$ cat src/rtl/i2c_host_pkg.sv
package i2c_host_pkg;
   localparam int ADDR_W = 5;
   localparam int DATA_W = 16;
   localparam int BYTE_W = 8;
   localparam int CTL_W  = 5;

   localparam logic [ADDR_W-1:0] OFS_OWN = 5'h00;
   localparam logic [ADDR_W-1:0] OFS_DIV = 5'h04;
   localparam logic [ADDR_W-1:0] OFS_CTL = 5'h08;
   localparam logic [ADDR_W-1:0] OFS_STS = 5'h0C;
   localparam logic [ADDR_W-1:0] OFS_DAT = 5'h10;

   localparam int CB_EN  = 0;
   localparam int CB_IE  = 1;
   localparam int CB_MST = 2;
   localparam int CB_TX  = 3;
   localparam int CB_NAK = 4;

   localparam int SB_NACK = 0;
   localparam int SB_PEND = 1;
   localparam int SB_ARB  = 2;
   localparam int SB_BUSY = 3;

   typedef enum logic [2:0] {
      ST_IDLE, ST_START, ST_HOLD, ST_BYTE, ST_STOP
   } eng_st_t;
endpackage

$ cat src/rtl/i2c_host_qtick.sv
module i2c_host_qtick #(
   parameter int DIV_W = 16,
   parameter int MIN_Q = 4
) (
   input  logic             clk,
   input  logic             rst_n,
   input  logic             run,
   input  logic [DIV_W-1:0] div,
   output logic             tick
);
   localparam logic [DIV_W-1:0] MIN_QV = DIV_W'(MIN_Q);

   logic [DIV_W-1:0] eff_q;
   logic [DIV_W-1:0] cnt;

   generate
      if (MIN_Q < 2) begin : g_bad_min
         $error("i2c_host_qtick: MIN_Q must be at least 2");
      end
      if (MIN_Q > 1) begin : g_clamp
         assign eff_q = (div < MIN_QV) ? MIN_QV : div;
      end else begin : g_raw
         assign eff_q = div;
      end
   endgenerate

   assign tick = run && (cnt == eff_q - 1'b1);

   always_ff @(posedge clk or negedge rst_n) begin
      if (!rst_n)        cnt <= '0;
      else if (!run)     cnt <= '0;
      else if (tick)     cnt <= '0;
      else               cnt <= cnt + 1'b1;
   end
endmodule

$ cat src/rtl/i2c_host_busmon.sv
module i2c_host_busmon (
   input  logic clk,
   input  logic rst_n,
   input  logic scl_in,
   input  logic sda_in,
   output logic bus_busy
);
   logic scl_q, sda_q;
   logic saw_start, saw_stop;

   assign saw_start = scl_q && scl_in && sda_q && !sda_in;
   assign saw_stop  = scl_q && scl_in && !sda_q && sda_in;

   always_ff @(posedge clk or negedge rst_n) begin
      if (!rst_n) begin
         scl_q    <= 1'b1;
         sda_q    <= 1'b1;
         bus_busy <= 1'b0;
      end else begin
         scl_q <= scl_in;
         sda_q <= sda_in;
         if (saw_start)     bus_busy <= 1'b1;
         else if (saw_stop) bus_busy <= 1'b0;
      end
   end
endmodule

$ cat src/rtl/i2c_host_regs.sv
module i2c_host_regs
   import i2c_host_pkg::*;
#(
   parameter int DIV_W = 16
) (
   input  logic              clk,
   input  logic              rst_n,
   input  logic              bus_sel,
   input  logic              bus_wr,
   input  logic              bus_rd,
   input  logic [ADDR_W-1:0] bus_addr,
   input  logic [DATA_W-1:0] bus_wdata,
   output logic [DATA_W-1:0] bus_rdata,
   input  logic              byte_done,
   input  logic              arb_lost,
   input  logic              nack,
   input  logic              bus_busy,
   input  logic [BYTE_W-1:0] rx_byte,
   output logic [CTL_W-1:0]  ctl,
   output logic [DIV_W-1:0]  div,
   output logic              pend,
   output logic              sts_wr,
   output logic              tx_go,
   output logic              rx_go
);
   generate
      if (DIV_W > DATA_W || DIV_W < 3) begin : g_bad_div
         $error("i2c_host_regs: DIV_W out of range");
      end
   endgenerate

   logic [DATA_W-1:0] own;
   logic              arb;
   logic              wr_hit_own, wr_hit_div, wr_hit_ctl;

   assign wr_hit_own = bus_sel && bus_wr && (bus_addr == OFS_OWN);
   assign wr_hit_div = bus_sel && bus_wr && (bus_addr == OFS_DIV);
   assign wr_hit_ctl = bus_sel && bus_wr && (bus_addr == OFS_CTL);
   assign sts_wr     = bus_sel && bus_wr && (bus_addr == OFS_STS);
   assign tx_go      = bus_sel && bus_wr && (bus_addr == OFS_DAT);
   assign rx_go      = bus_sel && bus_rd && (bus_addr == OFS_DAT);

   always_ff @(posedge clk or negedge rst_n) begin
      if (!rst_n) begin
         own  <= '0;
         div  <= '0;
         ctl  <= '0;
         pend <= 1'b0;
         arb  <= 1'b0;
      end else begin
         if (wr_hit_own) own <= bus_wdata;
         if (wr_hit_div) div <= bus_wdata[DIV_W-1:0];
         if (wr_hit_ctl) ctl <= bus_wdata[CTL_W-1:0];
         if (arb_lost)   ctl[CB_MST] <= 1'b0;
         if (byte_done || arb_lost) pend <= 1'b1;
         else if (sts_wr)           pend <= pend & bus_wdata[SB_PEND];
         if (arb_lost)    arb <= 1'b1;
         else if (sts_wr) arb <= arb & bus_wdata[SB_ARB];
      end
   end

   always_comb begin
      bus_rdata = '0;
      unique case (bus_addr)
         OFS_OWN: bus_rdata = own;
         OFS_DIV: bus_rdata = DATA_W'(div);
         OFS_CTL: bus_rdata = DATA_W'(ctl);
         OFS_STS: begin
            bus_rdata[SB_NACK] = nack;
            bus_rdata[SB_PEND] = pend;
            bus_rdata[SB_ARB]  = arb;
            bus_rdata[SB_BUSY] = bus_busy;
         end
         OFS_DAT: bus_rdata = DATA_W'(rx_byte);
         default: bus_rdata = '0;
      endcase
   end
endmodule

$ cat src/rtl/i2c_host_engine.sv
module i2c_host_engine
   import i2c_host_pkg::*;
(
   input  logic              clk,
   input  logic              rst_n,
   input  logic              en,
   input  logic              msta,
   input  logic              tx_dir,
   input  logic              tx_nak,
   input  logic              tx_go,
   input  logic              rx_go,
   input  logic [BYTE_W-1:0] tx_byte,
   input  logic              tick,
   input  logic              bus_busy,
   input  logic              sda_in,
   output logic              run,
   output logic              scl_oe,
   output logic              sda_oe,
   output logic              byte_done,
   output logic              arb_lost,
   output logic              nack,
   output logic [BYTE_W-1:0] rx_byte
);
   localparam int          BIT_W = $clog2(BYTE_W + 1);
   localparam logic [BIT_W-1:0] ACK_SLOT = BIT_W'(BYTE_W);

   eng_st_t           state;
   logic [1:0]        phase;
   logic [BIT_W-1:0]  bitn;
   logic [BYTE_W-1:0] shreg;
   logic              rx_mode;
   logic              drive_low;

   assign run = (state == ST_START) || (state == ST_BYTE) || (state == ST_STOP);

   always_comb begin
      if (bitn == ACK_SLOT) drive_low = rx_mode ? !tx_nak : 1'b0;
      else                  drive_low = rx_mode ? 1'b0 : !shreg[BYTE_W-1];
   end

   always_ff @(posedge clk or negedge rst_n) begin
      if (!rst_n) begin
         state     <= ST_IDLE;
         phase     <= '0;
         bitn      <= '0;
         shreg     <= '0;
         rx_mode   <= 1'b0;
         scl_oe    <= 1'b0;
         sda_oe    <= 1'b0;
         byte_done <= 1'b0;
         arb_lost  <= 1'b0;
         nack      <= 1'b0;
         rx_byte   <= '0;
      end else begin
         byte_done <= 1'b0;
         arb_lost  <= 1'b0;
         if (!en) begin
            state  <= ST_IDLE;
            phase  <= '0;
            scl_oe <= 1'b0;
            sda_oe <= 1'b0;
         end else begin
            unique case (state)
               ST_IDLE: begin
                  scl_oe <= 1'b0;
                  sda_oe <= 1'b0;
                  if (msta && !bus_busy) begin
                     state <= ST_START;
                     phase <= '0;
                  end
               end
               ST_START: if (tick) begin
                  if (phase == 2'd0) begin
                     sda_oe <= 1'b1;
                     phase  <= 2'd1;
                  end else begin
                     scl_oe <= 1'b1;
                     phase  <= '0;
                     state  <= ST_HOLD;
                  end
               end
               ST_HOLD: begin
                  phase <= '0;
                  bitn  <= '0;
                  if (!msta) begin
                     state <= ST_STOP;
                  end else if (tx_go && tx_dir) begin
                     state   <= ST_BYTE;
                     shreg   <= tx_byte;
                     rx_mode <= 1'b0;
                  end else if (rx_go && !tx_dir) begin
                     state   <= ST_BYTE;
                     rx_mode <= 1'b1;
                  end
               end
               ST_BYTE: if (tick) begin
                  phase <= phase + 1'b1;
                  unique case (phase)
                     2'd0: sda_oe <= drive_low;
                     2'd1: scl_oe <= 1'b0;
                     2'd2: begin
                        if (bitn == ACK_SLOT) begin
                           if (!rx_mode) nack <= sda_in;
                        end else if (rx_mode) begin
                           shreg <= {shreg[BYTE_W-2:0], sda_in};
                        end else if (!sda_oe && !sda_in) begin
                           arb_lost <= 1'b1;
                           scl_oe   <= 1'b0;
                           sda_oe   <= 1'b0;
                           state    <= ST_IDLE;
                        end else begin
                           shreg <= {shreg[BYTE_W-2:0], 1'b0};
                        end
                     end
                     default: begin
                        scl_oe <= 1'b1;
                        if (bitn == ACK_SLOT) begin
                           byte_done <= 1'b1;
                           state     <= ST_HOLD;
                           if (rx_mode) rx_byte <= shreg;
                        end else begin
                           bitn <= bitn + 1'b1;
                        end
                     end
                  endcase
               end
               ST_STOP: if (tick) begin
                  phase <= phase + 1'b1;
                  if (phase == 2'd0)      sda_oe <= 1'b1;
                  else if (phase == 2'd1) scl_oe <= 1'b0;
                  else begin
                     sda_oe <= 1'b0;
                     state  <= ST_IDLE;
                  end
               end
               default: state <= ST_IDLE;
            endcase
         end
      end
   end
endmodule

$ cat src/rtl/i2c_host_ctrl.sv
module i2c_host_ctrl
   import i2c_host_pkg::*;
#(
   parameter int DIV_W = 16,
   parameter int MIN_Q = 4
) (
   input  logic              clk,
   input  logic              rst_n,
   input  logic              bus_sel,
   input  logic              bus_wr,
   input  logic              bus_rd,
   input  logic [ADDR_W-1:0] bus_addr,
   input  logic [DATA_W-1:0] bus_wdata,
   output logic [DATA_W-1:0] bus_rdata,
   output logic              irq,
   output logic              scl_oe,
   input  logic              scl_in,
   output logic              sda_oe,
   input  logic              sda_in
);
   generate
      if (MIN_Q < 4) begin : g_bad_q
         $error("i2c_host_ctrl: quarter period floor below 4 clocks");
      end
   endgenerate

   logic [CTL_W-1:0]  ctl;
   logic [DIV_W-1:0]  div;
   logic [BYTE_W-1:0] rx_byte;
   logic pend, sts_wr, tx_go, rx_go;
   logic run, tick, bus_busy, byte_done, arb_lost, nack;
   logic ctl_en, ctl_msta;

   assign ctl_en   = ctl[CB_EN];
   assign ctl_msta = ctl[CB_MST];
   assign irq      = pend && ctl[CB_IE];

   i2c_host_regs #(.DIV_W(DIV_W)) u_regs (
      .clk(clk), .rst_n(rst_n),
      .bus_sel(bus_sel), .bus_wr(bus_wr), .bus_rd(bus_rd),
      .bus_addr(bus_addr), .bus_wdata(bus_wdata), .bus_rdata(bus_rdata),
      .byte_done(byte_done), .arb_lost(arb_lost), .nack(nack),
      .bus_busy(bus_busy), .rx_byte(rx_byte),
      .ctl(ctl), .div(div), .pend(pend), .sts_wr(sts_wr),
      .tx_go(tx_go), .rx_go(rx_go)
   );

   i2c_host_qtick #(.DIV_W(DIV_W), .MIN_Q(MIN_Q)) u_qtick (
      .clk(clk), .rst_n(rst_n), .run(run), .div(div), .tick(tick)
   );

   i2c_host_busmon u_busmon (
      .clk(clk), .rst_n(rst_n), .scl_in(scl_in), .sda_in(sda_in),
      .bus_busy(bus_busy)
   );

   i2c_host_engine u_engine (
      .clk(clk), .rst_n(rst_n),
      .en(ctl_en), .msta(ctl_msta), .tx_dir(ctl[CB_TX]), .tx_nak(ctl[CB_NAK]),
      .tx_go(tx_go), .rx_go(rx_go), .tx_byte(bus_wdata[BYTE_W-1:0]),
      .tick(tick), .bus_busy(bus_busy), .sda_in(sda_in),
      .run(run), .scl_oe(scl_oe), .sda_oe(sda_oe),
      .byte_done(byte_done), .arb_lost(arb_lost), .nack(nack),
      .rx_byte(rx_byte)
   );
endmodule

$ cat config.mk
export PLATFORM = sky130hd
export DESIGN_NAME = i2c_host_ctrl
export DESIGN_NICKNAME = d
export VERILOG_FILES = /design/src/rtl/i2c_host_pkg.sv /design/src/rtl/i2c_host_qtick.sv /design/src/rtl/i2c_host_busmon.sv /design/src/rtl/i2c_host_regs.sv /design/src/rtl/i2c_host_engine.sv /design/src/rtl/i2c_host_ctrl.sv
export SDC_FILE = /design/constraint.sdc
export NUM_CORES = 1
export LEC_CHECK = 0
export BUFFER_PORTS_ARGS = -buffer_cell sky130_fd_sc_hd__buf_2
export CORE_MARGIN = 1.5
export CORE_UTILIZATION = 56
export DETAILED_ROUTE_END_ITERATION = 10
export MAX_ROUTING_LAYER = met4
export PLACE_DENSITY_LB_ADDON = 0.08
export SYNTH_ARGS = -nofsm -noshare
export SYNTH_HDL_FRONTEND = slang
export SYNTH_SLANG_ARGS = --single-unit
$ cat constraint.sdc
create_clock -name clk -period 6.4 [get_ports clk]
set_input_delay 0.32 -clock clk [delete_from_list [all_inputs] [get_ports clk]]
set_output_delay 0.32 -clock clk [all_outputs]
set_load 0.005 [all_outputs]
==> impl_metrics.xml, run 1 <==
<?xml version="1.0" encoding="UTF-8"?>
<metrics>
  <group name="outcome">
    <metric name="run_status" unit="">finished clean</metric>
  </group>
  <group name="sta">
    <metric name="worst_clock_skew" unit="ns">0.0184</metric>
    <metric name="timing.setup.tns" unit="ns">0</metric>
    <metric name="timing.final.ws_setup" unit="ns">0.861</metric>
    <metric name="hold_viol" unit="">0</metric>
    <metric name="grt_setup_unrepaired" unit="">no</metric>
    <metric name="tightestPinTransition" unit="ns">1.13</metric>
    <metric name="timing.final.crit_share" unit="%">86.5</metric>
    <metric name="setup_failing_eps_final" unit="">0</metric>
    <metric name="max_clock_freq" unit="GHz">0.181</metric>
    <metric name="finalMaxSlewViolations" unit="">0</metric>
    <metric name="period_minus_slack" unit="ns">5.54</metric>
    <metric name="slew_headroom" unit="%">24.4</metric>
  </group>
  <group name="synth">
    <metric name="syn_nets" unit="">559</metric>
    <metric name="syn_inst" unit="">523</metric>
    <metric name="syn-mean-instance-area" unit="µm²">9.99</metric>
    <metric name="syn_area" unit="µm²">5230</metric>
    <metric name="synth-seq-cells" unit="">89</metric>
    <metric name="synth_enable_flop_cells" unit="">0</metric>
    <metric name="ys_dominant_reg_cell" unit="">dfrtp_1</metric>
    <metric name="async_reset_ff_share" unit="%">100</metric>
    <metric name="yosysUniqueCellTypes" unit="">66</metric>
    <metric name="yosysWarnings" unit="">0</metric>
    <metric name="synth_seq_area_share" unit="%">42.7</metric>
  </group>
  <group name="setup_path">
    <metric name="critPathKind" unit="">reg -&gt; reg</metric>
    <metric name="worst_setup_path_start_kind" unit="">register</metric>
    <metric name="crit_required" unit="ns">6.65</metric>
    <metric name="critPathCaptureType" unit="">register</metric>
    <metric name="crit_path_max_fanout" unit="">18</metric>
    <metric name="worst_ep_arrival_time" unit="ns">5.79</metric>
  </group>
  <group name="drt">
    <metric name="final_antenna_net_count" unit="">0</metric>
    <metric name="detail_route.drc_violations" unit="">0</metric>
    <metric name="drt_via_density" unit="">6.31</metric>
    <metric name="detailedRoute.firstIterationViolations" unit="">190</metric>
    <metric name="wirelength" unit="µm">13100</metric>
    <metric name="via_count" unit="">4238</metric>
    <metric name="number_of_detailed_routing_iterations_run_before_antenna_repair" unit="">6</metric>
    <metric name="routedWlPerCell" unit="µm">19.5</metric>
  </group>
  <group name="global_routing">
    <metric name="globalRouteMet1Util" unit="%">34.8</metric>
    <metric name="grt_pass1_wl" unit="µm">21200</metric>
    <metric name="grt_util_met2" unit="%">47.3</metric>
    <metric name="antenna_found_initial" unit="">0</metric>
    <metric name="grt_pass1_vias" unit="">4206</metric>
    <metric name="groute.usage.overall" unit="%">28.3</metric>
    <metric name="grt_util_met3" unit="%">3.44</metric>
    <metric name="grt_max_degree" unit="">58</metric>
    <metric name="overflow" unit="">0</metric>
    <metric name="grt_most_used_layer" unit="">met2</metric>
  </group>
  <group name="power">
    <metric name="p_sw_share" unit="%">36.7</metric>
    <metric name="power_leakage" unit="nW">2.58</metric>
    <metric name="peakVddDrop" unit="V">0.000246</metric>
    <metric name="total_power" unit="mW">1.79</metric>
    <metric name="clockPowerShare" unit="%">25.6</metric>
    <metric name="power.switching" unit="mW">0.655</metric>
    <metric name="cellPowerDensity" unit="nW/µm²">311</metric>
    <metric name="cellInternalPower" unit="mW">1.13</metric>
    <metric name="seqPwrFrac" unit="%">42.6</metric>
    <metric name="comb_power_share" unit="%">31.8</metric>
  </group>
  <group name="clock_network">
    <metric name="cts_max_path_bufs" unit="">2</metric>
    <metric name="clkSinkCount" unit="">89</metric>
    <metric name="cts_htree_levels" unit="">3</metric>
    <metric name="tritoncts" unit="">built</metric>
    <metric name="worst_setup_hold_path_clk_slew" unit="ns">0.10</metric>
    <metric name="clock_latency" unit="ns">0.37</metric>
    <metric name="cts_post_setup_buffers_inserted" unit="">0</metric>
    <metric name="tritoncts.num_buffers" unit="">9</metric>
    <metric name="clk_root_buffer_cell" unit="">clkbuf_8</metric>
  </group>
  <group name="final_layout">
    <metric name="layout-drive-gt1-share" unit="%">21.2</metric>
    <metric name="area.growth.synth_to_final" unit="%">9.91</metric>
    <metric name="num_antenna_cells" unit="">0</metric>
    <metric name="design_area" unit="µm²">5740</metric>
    <metric name="fin_nets" unit="">592</metric>
  </group>
  <group name="floorplanning">
    <metric name="initial_utilization" unit="%">57.1</metric>
    <metric name="floorplan.core_area" unit="µm²">9150</metric>
    <metric name="ios" unit="">47</metric>
    <metric name="row_count" unit="">35</metric>
    <metric name="die_w" unit="µm">99.6</metric>
    <metric name="die_height" unit="µm">99.6</metric>
    <metric name="die-area" unit="µm²">9920</metric>
  </group>
  <group name="place">
    <metric name="io_buffers" unit="">46</metric>
    <metric name="globalplace.congestion" unit="">0.920</metric>
    <metric name="dp_hpwl" unit="µm">9710</metric>
    <metric name="placedInstanceArea" unit="µm²">5500</metric>
    <metric name="post-place-ws" unit="ns">0.944</metric>
  </group>
  <group name="worst_hold_path">
    <metric name="min-delay-path-class" unit="">in -&gt; reg</metric>
  </group>
  <group name="run">
    <metric name="max_cap_viol_count" unit="">0</metric>
  </group>
</metrics>
flip-flops by register name, summed over array words and instances (netlist names):
name,count
u_engine.phase,2
u_engine.byte_done,1
u_regs.ctl,5
u_engine.shreg,8
u_engine.rx_byte,8
u_regs.arb,1
u_regs.div,16
u_engine.scl_oe,1
u_regs.pend,1
u_busmon.bus_busy,1
u_regs.own,16
u_engine.sda_oe,1
u_engine.nack,1
u_engine.rx_mode,1
u_busmon.scl_q,1
u_qtick.cnt,16
u_busmon.sda_q,1
u_engine.arb_lost,1
u_engine.state,3
u_engine.bitn,4
worst max-delay path, stage by stage (launching register included):
cell     delay [ns]
dfrtp_1        0.45
nor3_1         0.74
nand4_1        0.27
o21ai_0        0.34
ha_1           0.28
or4b_4         0.51
or3b_4         0.41
or4b_1         0.47
and4b_4        0.23
o21ai_4        0.18
nand4_4        0.26
or4_1          0.89
mux2_4         0.39
what timing repair did:
| action | in CTS | in global routing |
|---|---|---|
| gates resized for setup | 0 | 0 |
| hold endpoints to repair | 32 | 0 |
| hold buffers | 1 | 0 |
placed cells by master, fill, tap and decap left out, types with 4 or more instances in the layout:
cell type,Yosys,layout
xnor2_1,19,19
mux2_2,37,37
nor3_1,14,13
a21oi_1,14,14
or4_1,5,5
ha_1,8,8
clkbuf_8,0,10
a22oi_1,8,8
nor2_1,44,44
and3_1,9,9
or3_1,5,5
nand3_1,19,19
dfrtp_1,87,87
o211ai_1,6,6
and2_1,6,6
nand2b_1,9,9
inv_1,15,15
xor2_1,13,13
nand4_1,9,9
mux2i_1,15,15
a2bb2oi_1,8,8
nand3b_1,5,5
mux2_4,8,8
o21ai_0,29,29
o22ai_1,10,10
a222oi_1,4,4
nor4_1,7,7
buf_2,1,45
nand2_1,29,29
Yosys cell counts, drive strengths merged (6+ instances only):
library cell	n	area (µm²)
dfrtp	87	2180
mux2	45	537
nor2	44	165
o21ai	31	166
nand2	29	109
clkbuf	24	90.1
nand3	19	95.1
xnor2	19	166
inv	15	56.3
mux2i	15	150
a21oi	14	70.1
nor3	14	70.1
xor2	13	114
nand4	10	77.6
o22ai	10	62.6
and3	9	56.3
nand2b	9	56.3
nor4	9	68.8
a22oi	8	60.1
a2bb2oi	8	70.1
and2	8	50.1
ha	8	100
o211ai	6	45.0
path summary, 6_finish.rpt:
path	slack (ns)	cells after the start	endpoint	startpoint
max	0.86	12	u_engine.rx_byte[4]$_DFFE_PN0P_	u_regs.div[8]$_DFFE_PN0P_
max in group asynchronous	4.89	3	u_engine.nack$_DFFE_PN0P_	rst_n
min in group asynchronous	0.42	2	u_qtick.cnt[12]$_DFF_PN0_	rst_n
max reg2reg	0.86	12	u_engine.rx_byte[4]$_DFFE_PN0P_	u_regs.div[8]$_DFFE_PN0P_
min reg2reg	0.47	1	u_regs.ctl[2]$_DFFE_PN0P_	u_engine.arb_lost$_DFF_PN0_
min	0.07	1	u_busmon.scl_q$_DFF_PN1_	scl_in
power by group through the flow:
stage               registers [mW]  clock network [mW]  logic (mW)
floorplan                    0.708                   0       0.463
global placement             0.769                   0       0.555
detailed placement           0.772                   0       0.561
CTS                          0.761               0.461       0.565
global route                 0.777               0.484       0.623
finish                       0.761               0.458       0.567
per-layer routing:
metal | wire, µm | vias to the layer above
li1 | - | 2000
met1 | 5670 | 2104
met2 | 6570 | 108
met3 | 439 | 26
met4 | 423 | 0
met5 | 0 | -
kinds of logic after synthesis:
group	share of synthesized area [%]
flops	42.7
mux	13.1
fa+ha+maj	1.92
compound gates	14.8
xor+xnor	5.36
buf+inv	3.33
simple gates	18.8
cell type report:
type,count,area [µm²]
multi-input combinational,392,2830
fill,780,3410
clock buffer,10,138
timing repair buffer,49,258
tap,111,139
clock inverter,6,96.3
inverter,15,56.3
sequential,89,2230
through the flow:
step | hold slack [ns] | std cells | util, %
3_3_place_gp | 0.286 | 655 | 60.1
5_1_grt | 0.0592 | 672 | 62.8
4_1_cts | 0.0628 | 672 | 62.8
3_5_place_dp | 0.291 | 655 | 60.1
6_report | 0.0657 | 672 | 62.8
2_1_floorplan | 0.0244 | 523 | -
(Power assumes the default switching activity.)
==> run 2: changes to the inputs <==
ABC_AREA = 1   (was not set)
==> run 2 against run 1 <==
Effect of this change:
- combinational power rose by 13%
- first-iteration DRC count rose by 53%
- critical path type unchanged
- clock power fell by 9.0%
- register-to-register slack improved by 2.3 ns
- largest cell class unchanged
==> impl_metrics.xml, run 2 <==
<?xml version="1.0" encoding="UTF-8"?>
<metrics>
  <group name="outcome">
    <metric name="run_status" unit="">finished clean</metric>
  </group>
  <group name="synth">
    <metric name="synthMostInstantiatedCell" unit="">nand2_1</metric>
    <metric name="yosys.area.top_type_share" unit="%">41.6</metric>
    <metric name="yosysTopAreaCell" unit="">dfrtp_1</metric>
    <metric name="synth_enable_flop_cells" unit="">0</metric>
    <metric name="synth-seq-cells" unit="">89</metric>
    <metric name="syn_area" unit="µm²">5240</metric>
    <metric name="yosysUniqueCellTypes" unit="">46</metric>
    <metric name="syn_nets" unit="">731</metric>
    <metric name="syn-mean-instance-area" unit="µm²">7.54</metric>
    <metric name="syn_inst" unit="">695</metric>
    <metric name="synth_seq_area_share" unit="%">42.6</metric>
    <metric name="async_reset_ff_share" unit="%">100</metric>
    <metric name="yosysWarnings" unit="">0</metric>
    <metric name="synthTopCellsByArea" unit="">dfrtp_1, nand2_1, inv_1</metric>
    <metric name="netlist_top_cells_count" unit="">nand2_1, inv_1, dfrtp_1, nor2_1, o21ai_0</metric>
    <metric name="ys_dominant_reg_cell" unit="">dfrtp_1</metric>
  </group>
  <group name="clock_network">
    <metric name="worst_setup_hold_path_clk_slew" unit="ns">0.10</metric>
    <metric name="cts_max_path_bufs" unit="">2</metric>
    <metric name="tritoncts.num_buffers" unit="">9</metric>
    <metric name="clock_latency" unit="ns">0.36</metric>
    <metric name="clk_root_buffer_cell" unit="">clkbuf_8</metric>
    <metric name="clkSinkCount" unit="">89</metric>
    <metric name="cts_htree_levels" unit="">3</metric>
    <metric name="tritoncts" unit="">built</metric>
  </group>
  <group name="drt">
    <metric name="detailedRoute.firstIterationViolations" unit="">290</metric>
    <metric name="via_count" unit="">4717</metric>
    <metric name="routedWlPerCell" unit="µm">15.4</metric>
    <metric name="wirelength" unit="µm">13200</metric>
    <metric name="detail_route.drc_violations" unit="">0</metric>
    <metric name="final_antenna_net_count" unit="">0</metric>
    <metric name="number_of_detailed_routing_iterations_run_before_antenna_repair" unit="">5</metric>
    <metric name="drt_via_density" unit="">5.51</metric>
  </group>
  <group name="power">
    <metric name="cellInternalPower" unit="mW">1.06</metric>
    <metric name="power_leakage" unit="nW">2.96</metric>
    <metric name="seqPwrFrac" unit="%">40.9</metric>
    <metric name="power.switching" unit="mW">0.724</metric>
    <metric name="clockPowerShare" unit="%">23.3</metric>
    <metric name="peakVddDrop" unit="V">0.000177</metric>
    <metric name="comb_power_share" unit="%">35.8</metric>
    <metric name="p_sw_share" unit="%">40.5</metric>
    <metric name="cellPowerDensity" unit="nW/µm²">309</metric>
  </group>
  <group name="sta">
    <metric name="period_minus_slack" unit="ns">3.20</metric>
    <metric name="slew_headroom" unit="%">35.6</metric>
    <metric name="tightestPinTransition" unit="ns">0.963</metric>
    <metric name="hold_viol" unit="">0</metric>
    <metric name="timing.setup.tns" unit="ns">0</metric>
    <metric name="timing.final.crit_share" unit="%">50.0</metric>
    <metric name="max_clock_freq" unit="GHz">0.312</metric>
    <metric name="worst_clock_skew" unit="ns">0.0150</metric>
    <metric name="finalMaxSlewViolations" unit="">0</metric>
    <metric name="grt_setup_unrepaired" unit="">no</metric>
    <metric name="timing.final.ws_setup" unit="ns">3.20</metric>
    <metric name="setup_failing_eps_final" unit="">0</metric>
  </group>
  <group name="global_routing">
    <metric name="overflow" unit="">0</metric>
    <metric name="grt_pass1_vias" unit="">4758</metric>
    <metric name="grt_pass1_wl" unit="µm">22700</metric>
    <metric name="grt_max_degree" unit="">46</metric>
    <metric name="antenna_found_initial" unit="">0</metric>
    <metric name="groute.usage.overall" unit="%">29.8</metric>
  </group>
  <group name="final_layout">
    <metric name="layout_commonest_cell" unit="">nand2_1</metric>
    <metric name="fin_nets" unit="">776</metric>
    <metric name="layout-drive-gt1-share" unit="%">13.8</metric>
    <metric name="area.growth.synth_to_final" unit="%">10.3</metric>
    <metric name="num_antenna_cells" unit="">0</metric>
    <metric name="largest_registers" unit="">u_qtick.cnt: 16 flops, u_regs.div: 16 flops, u_regs.own: 16 flops</metric>
    <metric name="multiInputGateArea" unit="µm²">2590</metric>
    <metric name="fillers" unit="">849</metric>
    <metric name="commonest_non_fill_non_tap_cells_in_the_layout" unit="">nand2_1, inv_1, dfrtp_1, nor2_1, o21ai_0</metric>
    <metric name="seq_area" unit="µm²">2230</metric>
  </group>
  <group name="setup_path">
    <metric name="crit_required" unit="ns">6.65</metric>
    <metric name="critPathCaptureType" unit="">register</metric>
    <metric name="worst_ep_arrival_time" unit="ns">3.45</metric>
    <metric name="regToRegEndpoint" unit="">u_engine.shreg[0]$_DFFE_PN0P_</metric>
    <metric name="crit_path_max_fanout" unit="">16</metric>
    <metric name="worst_setup_path_start_kind" unit="">register</metric>
    <metric name="worst_r2r_path_depth" unit="">19</metric>
    <metric name="rrSetupSlack" unit="ns">3.20</metric>
    <metric name="rr_startpoint" unit="">u_regs.div[4]$_DFFE_PN0P_</metric>
    <metric name="critPathKind" unit="">reg -&gt; reg</metric>
  </group>
  <group name="floorplanning">
    <metric name="die_height" unit="µm">99.7</metric>
    <metric name="floorplan.core_area" unit="µm²">9150</metric>
    <metric name="die-area" unit="µm²">9940</metric>
    <metric name="row_count" unit="">35</metric>
    <metric name="initial_utilization" unit="%">57.2</metric>
    <metric name="ios" unit="">47</metric>
    <metric name="die_w" unit="µm">99.7</metric>
  </group>
  <group name="run">
    <metric name="max_cap_viol_count" unit="">0</metric>
  </group>
  <group name="worst_hold_path">
    <metric name="holdPathEnd" unit="">u_busmon.scl_q$_DFF_PN1_</metric>
    <metric name="holdPathStages" unit="">1</metric>
    <metric name="min_from" unit="">scl_in</metric>
    <metric name="min-delay-path-class" unit="">in -&gt; reg</metric>
  </group>
  <group name="place">
    <metric name="dp_hpwl" unit="µm">9830</metric>
    <metric name="io_buffers" unit="">46</metric>
    <metric name="post-place-ws" unit="ns">3.25</metric>
    <metric name="globalplace.congestion" unit="">0.912</metric>
  </group>
</metrics>
==> run 2: cell families (layout without fill, tap and decap cells) <==
group,after synthesis,count (layout),synth area share [%]
AND/OR/NAND/NOR,352,352,30.4
AO/OA/AOI/OAI,112,112,12.7
buffers and inverters,108,158,8.12
flip-flops,89,89,42.6
XOR/XNOR,26,26,4.35
adder cells (fa/ha/maj),8,8,1.91
==> run 2: how the worst max path moves through the flow <==
stage	to	start	cells past startpoint	slack, ns
floorplan	u_engine.shreg[2]$_DFFE_PN0P_	u_regs.div[11]$_DFFE_PN0P_	21	3.75
detailed placement	u_engine.shreg[0]$_DFFE_PN0P_	u_regs.div[11]$_DFFE_PN0P_	19	3.25
global route	u_engine.shreg[0]$_DFFE_PN0P_	u_regs.div[11]$_DFFE_PN0P_	19	2.80
finish	u_engine.shreg[0]$_DFFE_PN0P_	u_regs.div[4]$_DFFE_PN0P_	19	3.20
CTS	u_engine.shreg[0]$_DFFE_PN0P_	u_regs.div[10]$_DFFE_PN0P_	19	3.22
global placement	u_engine.shreg[0]$_DFFE_PN0P_	u_regs.div[11]$_DFFE_PN0P_	19	3.31
==> run 2: what timing repair did <==
item | CTS | global route
setup buffers | 0 | 0
resized for setup | 0 | 0
hold buffers | 1 | 0
endpoints found under the hold margin | 44 | 0
==> run 2: area by class of cell <==
class | count | share of cell area (%)
inverters | 92 | 6.02
multi-input cells | 498 | 44.8
well taps | 111 | 2.40
repair buffers | 50 | 4.59
clock inverters | 6 | 1.26
flip-flops and latches | 89 | 38.6
clock buffers | 10 | 2.38
==> run 2: through the flow <==
stage / hold WS, ns / power (mW) / util (%) / instances / instance area, µm²
after floorplan: 0.0244 / 1.21 / - / 695 / 5240
after global placement: 0.353 / 1.36 / 60.7 / 839 / 5560
after detailed placement: 0.355 / 1.37 / 60.7 / 839 / 5560
final: 0.0614 / 1.79 / 63.1 / 856 / 5780
after CTS: 0.0448 / 1.79 / 63.1 / 856 / 5780
after global routing: 0.0518 / 1.92 / 63.1 / 856 / 5780
==> run 2: layer usage <==
layer	vias up	routed length, µm	track usage (%)	share of wire, %
li1	2340	-	-	-
met1	2246	5980	38.6	45
met2	110	6530	49.1	49
met3	21	442	3.87	3.3
met4	0	261	9.32	2.0
met5	-	0	-	0
==> run 2: worst max-delay path, stage by stage, from the launching register on <==
cell and delay [ns]:
dfrtp_1 0.47, nor2_1 0.17, nand2_1 0.10, nor2_2 0.09, nand2_2 0.20, nand2_4 0.12
ha_1 0.27, xnor2_1 0.14, a21oi_1 0.13, nand2_1 0.07, nor2_1 0.10, nand3_1 0.08
nor2_1 0.08, nand2_1 0.09, nor2_4 0.12, nand3_4 0.18, nand2_2 0.14, nand2_2 0.23
o21ai_0 0.24, inv_1 0.05
==> run 2: power groups by stage <==
| stage | clock network, mW | registers [mW] | logic (mW) |
|---|---|---|---|
| finish | 0.417 | 0.730 | 0.639 |
| global route | 0.446 | 0.742 | 0.733 |
| CTS | 0.427 | 0.729 | 0.636 |
| detailed placement | 0 | 0.740 | 0.628 |
| global placement | 0 | 0.737 | 0.618 |
| floorplan | 0 | 0.713 | 0.495 |
==> run 3: changes to the inputs <==
clock period = 3.2 ns   (was 6.4 ns; I/O delays follow)
==> run 3 against run 2 <==
Effect of this change:
- first-iteration DRC count is 16% lower
- combinational power is 100% higher
- maximum frequency is 10% higher
- design area is 0.78% higher
- critical path type unchanged
- total power is 98% higher
==> impl_metrics.xml, run 3 (same netlist as run 2, synthesis figures left out) <==
<?xml version="1.0" encoding="UTF-8"?>
<metrics>
  <group name="setup_path">
    <metric name="critPathCaptureType" unit="">register</metric>
    <metric name="rr_startpoint" unit="">u_regs.div[12]$_DFFE_PN0P_</metric>
    <metric name="rrSetupSlack" unit="ns">0.30</metric>
    <metric name="crit_path_top_delay_cell" unit="">dfrtp_1</metric>
    <metric name="worstPathCellList" unit="">nor2_1, nand2_1, nor2_1, nand2_2, nand2_4, ha_1, nand2_1, nor2_1, nand3_1, nand2_1, nand2_1, inv_1, nand2_1, nor2_2, nand3_4, nand2_2, nand2_4, o21ai_0, inv_1</metric>
    <metric name="worst_r2r_path_depth" unit="">19</metric>
    <metric name="crit_required" unit="ns">3.46</metric>
    <metric name="cpLargestDelayFamily" unit="">simple AND/OR/NAND/NOR gates</metric>
    <metric name="critPathKind" unit="">reg -&gt; reg</metric>
    <metric name="cpMostUsedCell" unit="">nand2_1</metric>
    <metric name="worst_ep_arrival_time" unit="ns">3.16</metric>
    <metric name="critical_path_buf_inv_count" unit="">2</metric>
    <metric name="worst_setup_path_start_kind" unit="">register</metric>
    <metric name="timing.critical_path.slowest_cell_delay" unit="ns">0.45</metric>
    <metric name="regToRegEndpoint" unit="">u_engine.shreg[0]$_DFFE_PN0P_</metric>
    <metric name="crit_path_max_fanout" unit="">16</metric>
  </group>
  <group name="floorplanning">
    <metric name="die_w" unit="µm">99.7</metric>
    <metric name="die-area" unit="µm²">9940</metric>
    <metric name="floorplan.core_area" unit="µm²">9150</metric>
    <metric name="ios" unit="">47</metric>
    <metric name="initial_utilization" unit="%">57.2</metric>
    <metric name="row_count" unit="">35</metric>
    <metric name="die_height" unit="µm">99.7</metric>
  </group>
  <group name="clock_network">
    <metric name="clk_root_buffer_cell" unit="">clkbuf_8</metric>
    <metric name="cts_max_path_bufs" unit="">2</metric>
    <metric name="clkSinkCount" unit="">89</metric>
    <metric name="cts_post_setup_buffers_inserted" unit="">0</metric>
    <metric name="tritoncts" unit="">built</metric>
    <metric name="worst_setup_hold_path_clk_slew" unit="ns">0.11</metric>
    <metric name="cts_htree_levels" unit="">3</metric>
    <metric name="tritoncts.num_buffers" unit="">9</metric>
    <metric name="clock_latency" unit="ns">0.38</metric>
  </group>
  <group name="sta">
    <metric name="tightestPinTransition" unit="ns">0.877</metric>
    <metric name="grt_setup_unrepaired" unit="">no</metric>
    <metric name="slew_headroom" unit="%">41.4</metric>
    <metric name="timing.setup.tns" unit="ns">0</metric>
    <metric name="worst_clock_skew" unit="ns">0.0206</metric>
    <metric name="setup_failing_eps_final" unit="">0</metric>
    <metric name="timing.final.crit_share" unit="%">90.6</metric>
    <metric name="period_minus_slack" unit="ns">2.90</metric>
    <metric name="hold_viol" unit="">0</metric>
    <metric name="max_clock_freq" unit="GHz">0.345</metric>
    <metric name="finalMaxSlewViolations" unit="">0</metric>
  </group>
  <group name="final_layout">
    <metric name="seq_area" unit="µm²">2230</metric>
    <metric name="multiInputGateArea" unit="µm²">2590</metric>
    <metric name="num_antenna_cells" unit="">0</metric>
    <metric name="commonest_non_fill_non_tap_cells_in_the_layout" unit="">nand2_1, inv_1, dfrtp_1, nor2_1, o21ai_0</metric>
    <metric name="layout-drive-gt1-share" unit="%">14.2</metric>
    <metric name="area.growth.synth_to_final" unit="%">11.2</metric>
    <metric name="fillers" unit="">815</metric>
    <metric name="layout_commonest_cell" unit="">nand2_1</metric>
    <metric name="largest_registers" unit="">u_qtick.cnt: 16 flops, u_regs.div: 16 flops, u_regs.own: 16 flops</metric>
    <metric name="fin_nets" unit="">783</metric>
    <metric name="post_layout_nonfiller_instances" unit="">862</metric>
  </group>
  <group name="drt">
    <metric name="number_of_detailed_routing_iterations_run_before_antenna_repair" unit="">5</metric>
    <metric name="wirelength" unit="µm">12900</metric>
    <metric name="drt_via_density" unit="">5.45</metric>
    <metric name="final_antenna_net_count" unit="">0</metric>
    <metric name="detailedRoute.firstIterationViolations" unit="">245</metric>
    <metric name="routedWlPerCell" unit="µm">14.9</metric>
    <metric name="detail_route.drc_violations" unit="">0</metric>
    <metric name="via_count" unit="">4696</metric>
  </group>
  <group name="worst_hold_path">
    <metric name="min-delay-path-class" unit="">in -&gt; reg</metric>
    <metric name="min_from" unit="">bus_wdata[4]</metric>
    <metric name="holdPathStages" unit="">3</metric>
    <metric name="holdPathEnd" unit="">u_regs.ctl[4]$_DFFE_PN0P_</metric>
  </group>
  <group name="global_routing">
    <metric name="grt_pass1_vias" unit="">4613</metric>
    <metric name="overflow" unit="">0</metric>
    <metric name="grt_pass1_wl" unit="µm">22100</metric>
    <metric name="grt_max_degree" unit="">40</metric>
    <metric name="antenna_found_initial" unit="">0</metric>
    <metric name="groute.usage.overall" unit="%">29.1</metric>
  </group>
  <group name="run">
    <metric name="max_cap_viol_count" unit="">0</metric>
  </group>
  <group name="outcome">
    <metric name="run_status" unit="">finished clean</metric>
  </group>
  <group name="place">
    <metric name="dp_hpwl" unit="µm">9800</metric>
    <metric name="globalplace.congestion" unit="">0.932</metric>
    <metric name="io_buffers" unit="">46</metric>
    <metric name="placed_cells_incl_taps" unit="">844</metric>
  </group>
  <group name="power">
    <metric name="power_leakage" unit="nW">2.98</metric>
    <metric name="cellPowerDensity" unit="nW/µm²">606</metric>
    <metric name="peakVddDrop" unit="V">0.000387</metric>
  </group>
</metrics>
## run 3: changes by cell type in the layout (fill, tap and decap cells not counted), sizes merged
cell	before	now
clkinv	2	4
clkbuf	10	9
dlygate4sd3	1	3
inv	95	93
buf	49	54
## run 3: power by group
part	switching [mW]	internal, mW	leakage [nW]
clock network	0.428	0.362	0.101
logic	0.833	0.448	1.71
registers	0.163	1.29	1.17
## run 3: final cells by class
| type | instances | share of cell area [%] |
|---|---|---|
| clock buffers | 9 | 2.13 |
| clock inverters | 6 | 1.18 |
| inverters | 92 | 5.97 |
| multi-input cells | 498 | 44.5 |
| flip-flops and latches | 89 | 38.3 |
| well taps | 111 | 2.38 |
| repair buffers | 57 | 5.54 |
## run 3: stage by stage
| step | instance area (µm²) | power (mW) | hold WS, ns | util [%] | setup slack [ns] |
|---|---|---|---|---|---|
| CTS | 5820 | 3.53 | 0.00672 | 63.6 | 0.224 |
| global route | 5820 | 3.81 | 0.0369 | 63.6 | 0.00977 |
| detailed placement | 5600 | 2.74 | 0.167 | 61.1 | 0.259 |
| global placement | 5600 | 2.72 | 0.157 | 61.1 | 0.315 |
| finish | 5820 | 3.53 | 0.00964 | 63.6 | 0.300 |
| floorplan | 5240 | 2.42 | -0.136 | - | 0.549 |
## run 3: tightest hold or removal path: cells and delay by family
kind / cells / cell delay (ns)
AOI/OAI and AO/OA: 1 / 0.05
buffers and inverters: 1 / 0.09
and+or+nand+nor: 1 / 0.04
## run 3: repair_timing
item                       in CTS  in global routing
hold endpoints to repair       39                  0
hold buffers                    3                  0
setup endpoints to repair       0                  2
gates resized for setup         0                  1
## run 3: how the worst max path moves through the flow
stage	startpoint	endpoint	slack, ns	cells after the start
after global routing	u_regs.div[12]$_DFFE_PN0P_	u_engine.state[1]$_DFFE_PN0P_	0.01	19
after floorplan	u_regs.div[11]$_DFFE_PN0P_	u_engine.shreg[2]$_DFFE_PN0P_	0.55	21
after global placement	u_regs.div[11]$_DFFE_PN0P_	u_engine.shreg[0]$_DFFE_PN0P_	0.32	19
final	u_regs.div[12]$_DFFE_PN0P_	u_engine.shreg[0]$_DFFE_PN0P_	0.30	19
after CTS	u_regs.div[12]$_DFFE_PN0P_	u_engine.shreg[0]$_DFFE_PN0P_	0.22	19
after detailed placement	u_regs.div[11]$_DFFE_PN0P_	u_engine.shreg[0]$_DFFE_PN0P_	0.26	19
## run 3: routing by layer
layer / GRT usage, % / up-vias / wire length (µm)
li1: - / 2357 / -
met1: 37.3 / 2211 / 5930
met2: 47.8 / 107 / 6250
met3: 3.72 / 21 / 431
met4: 9.97 / 0 / 255
met5: - / - / 0
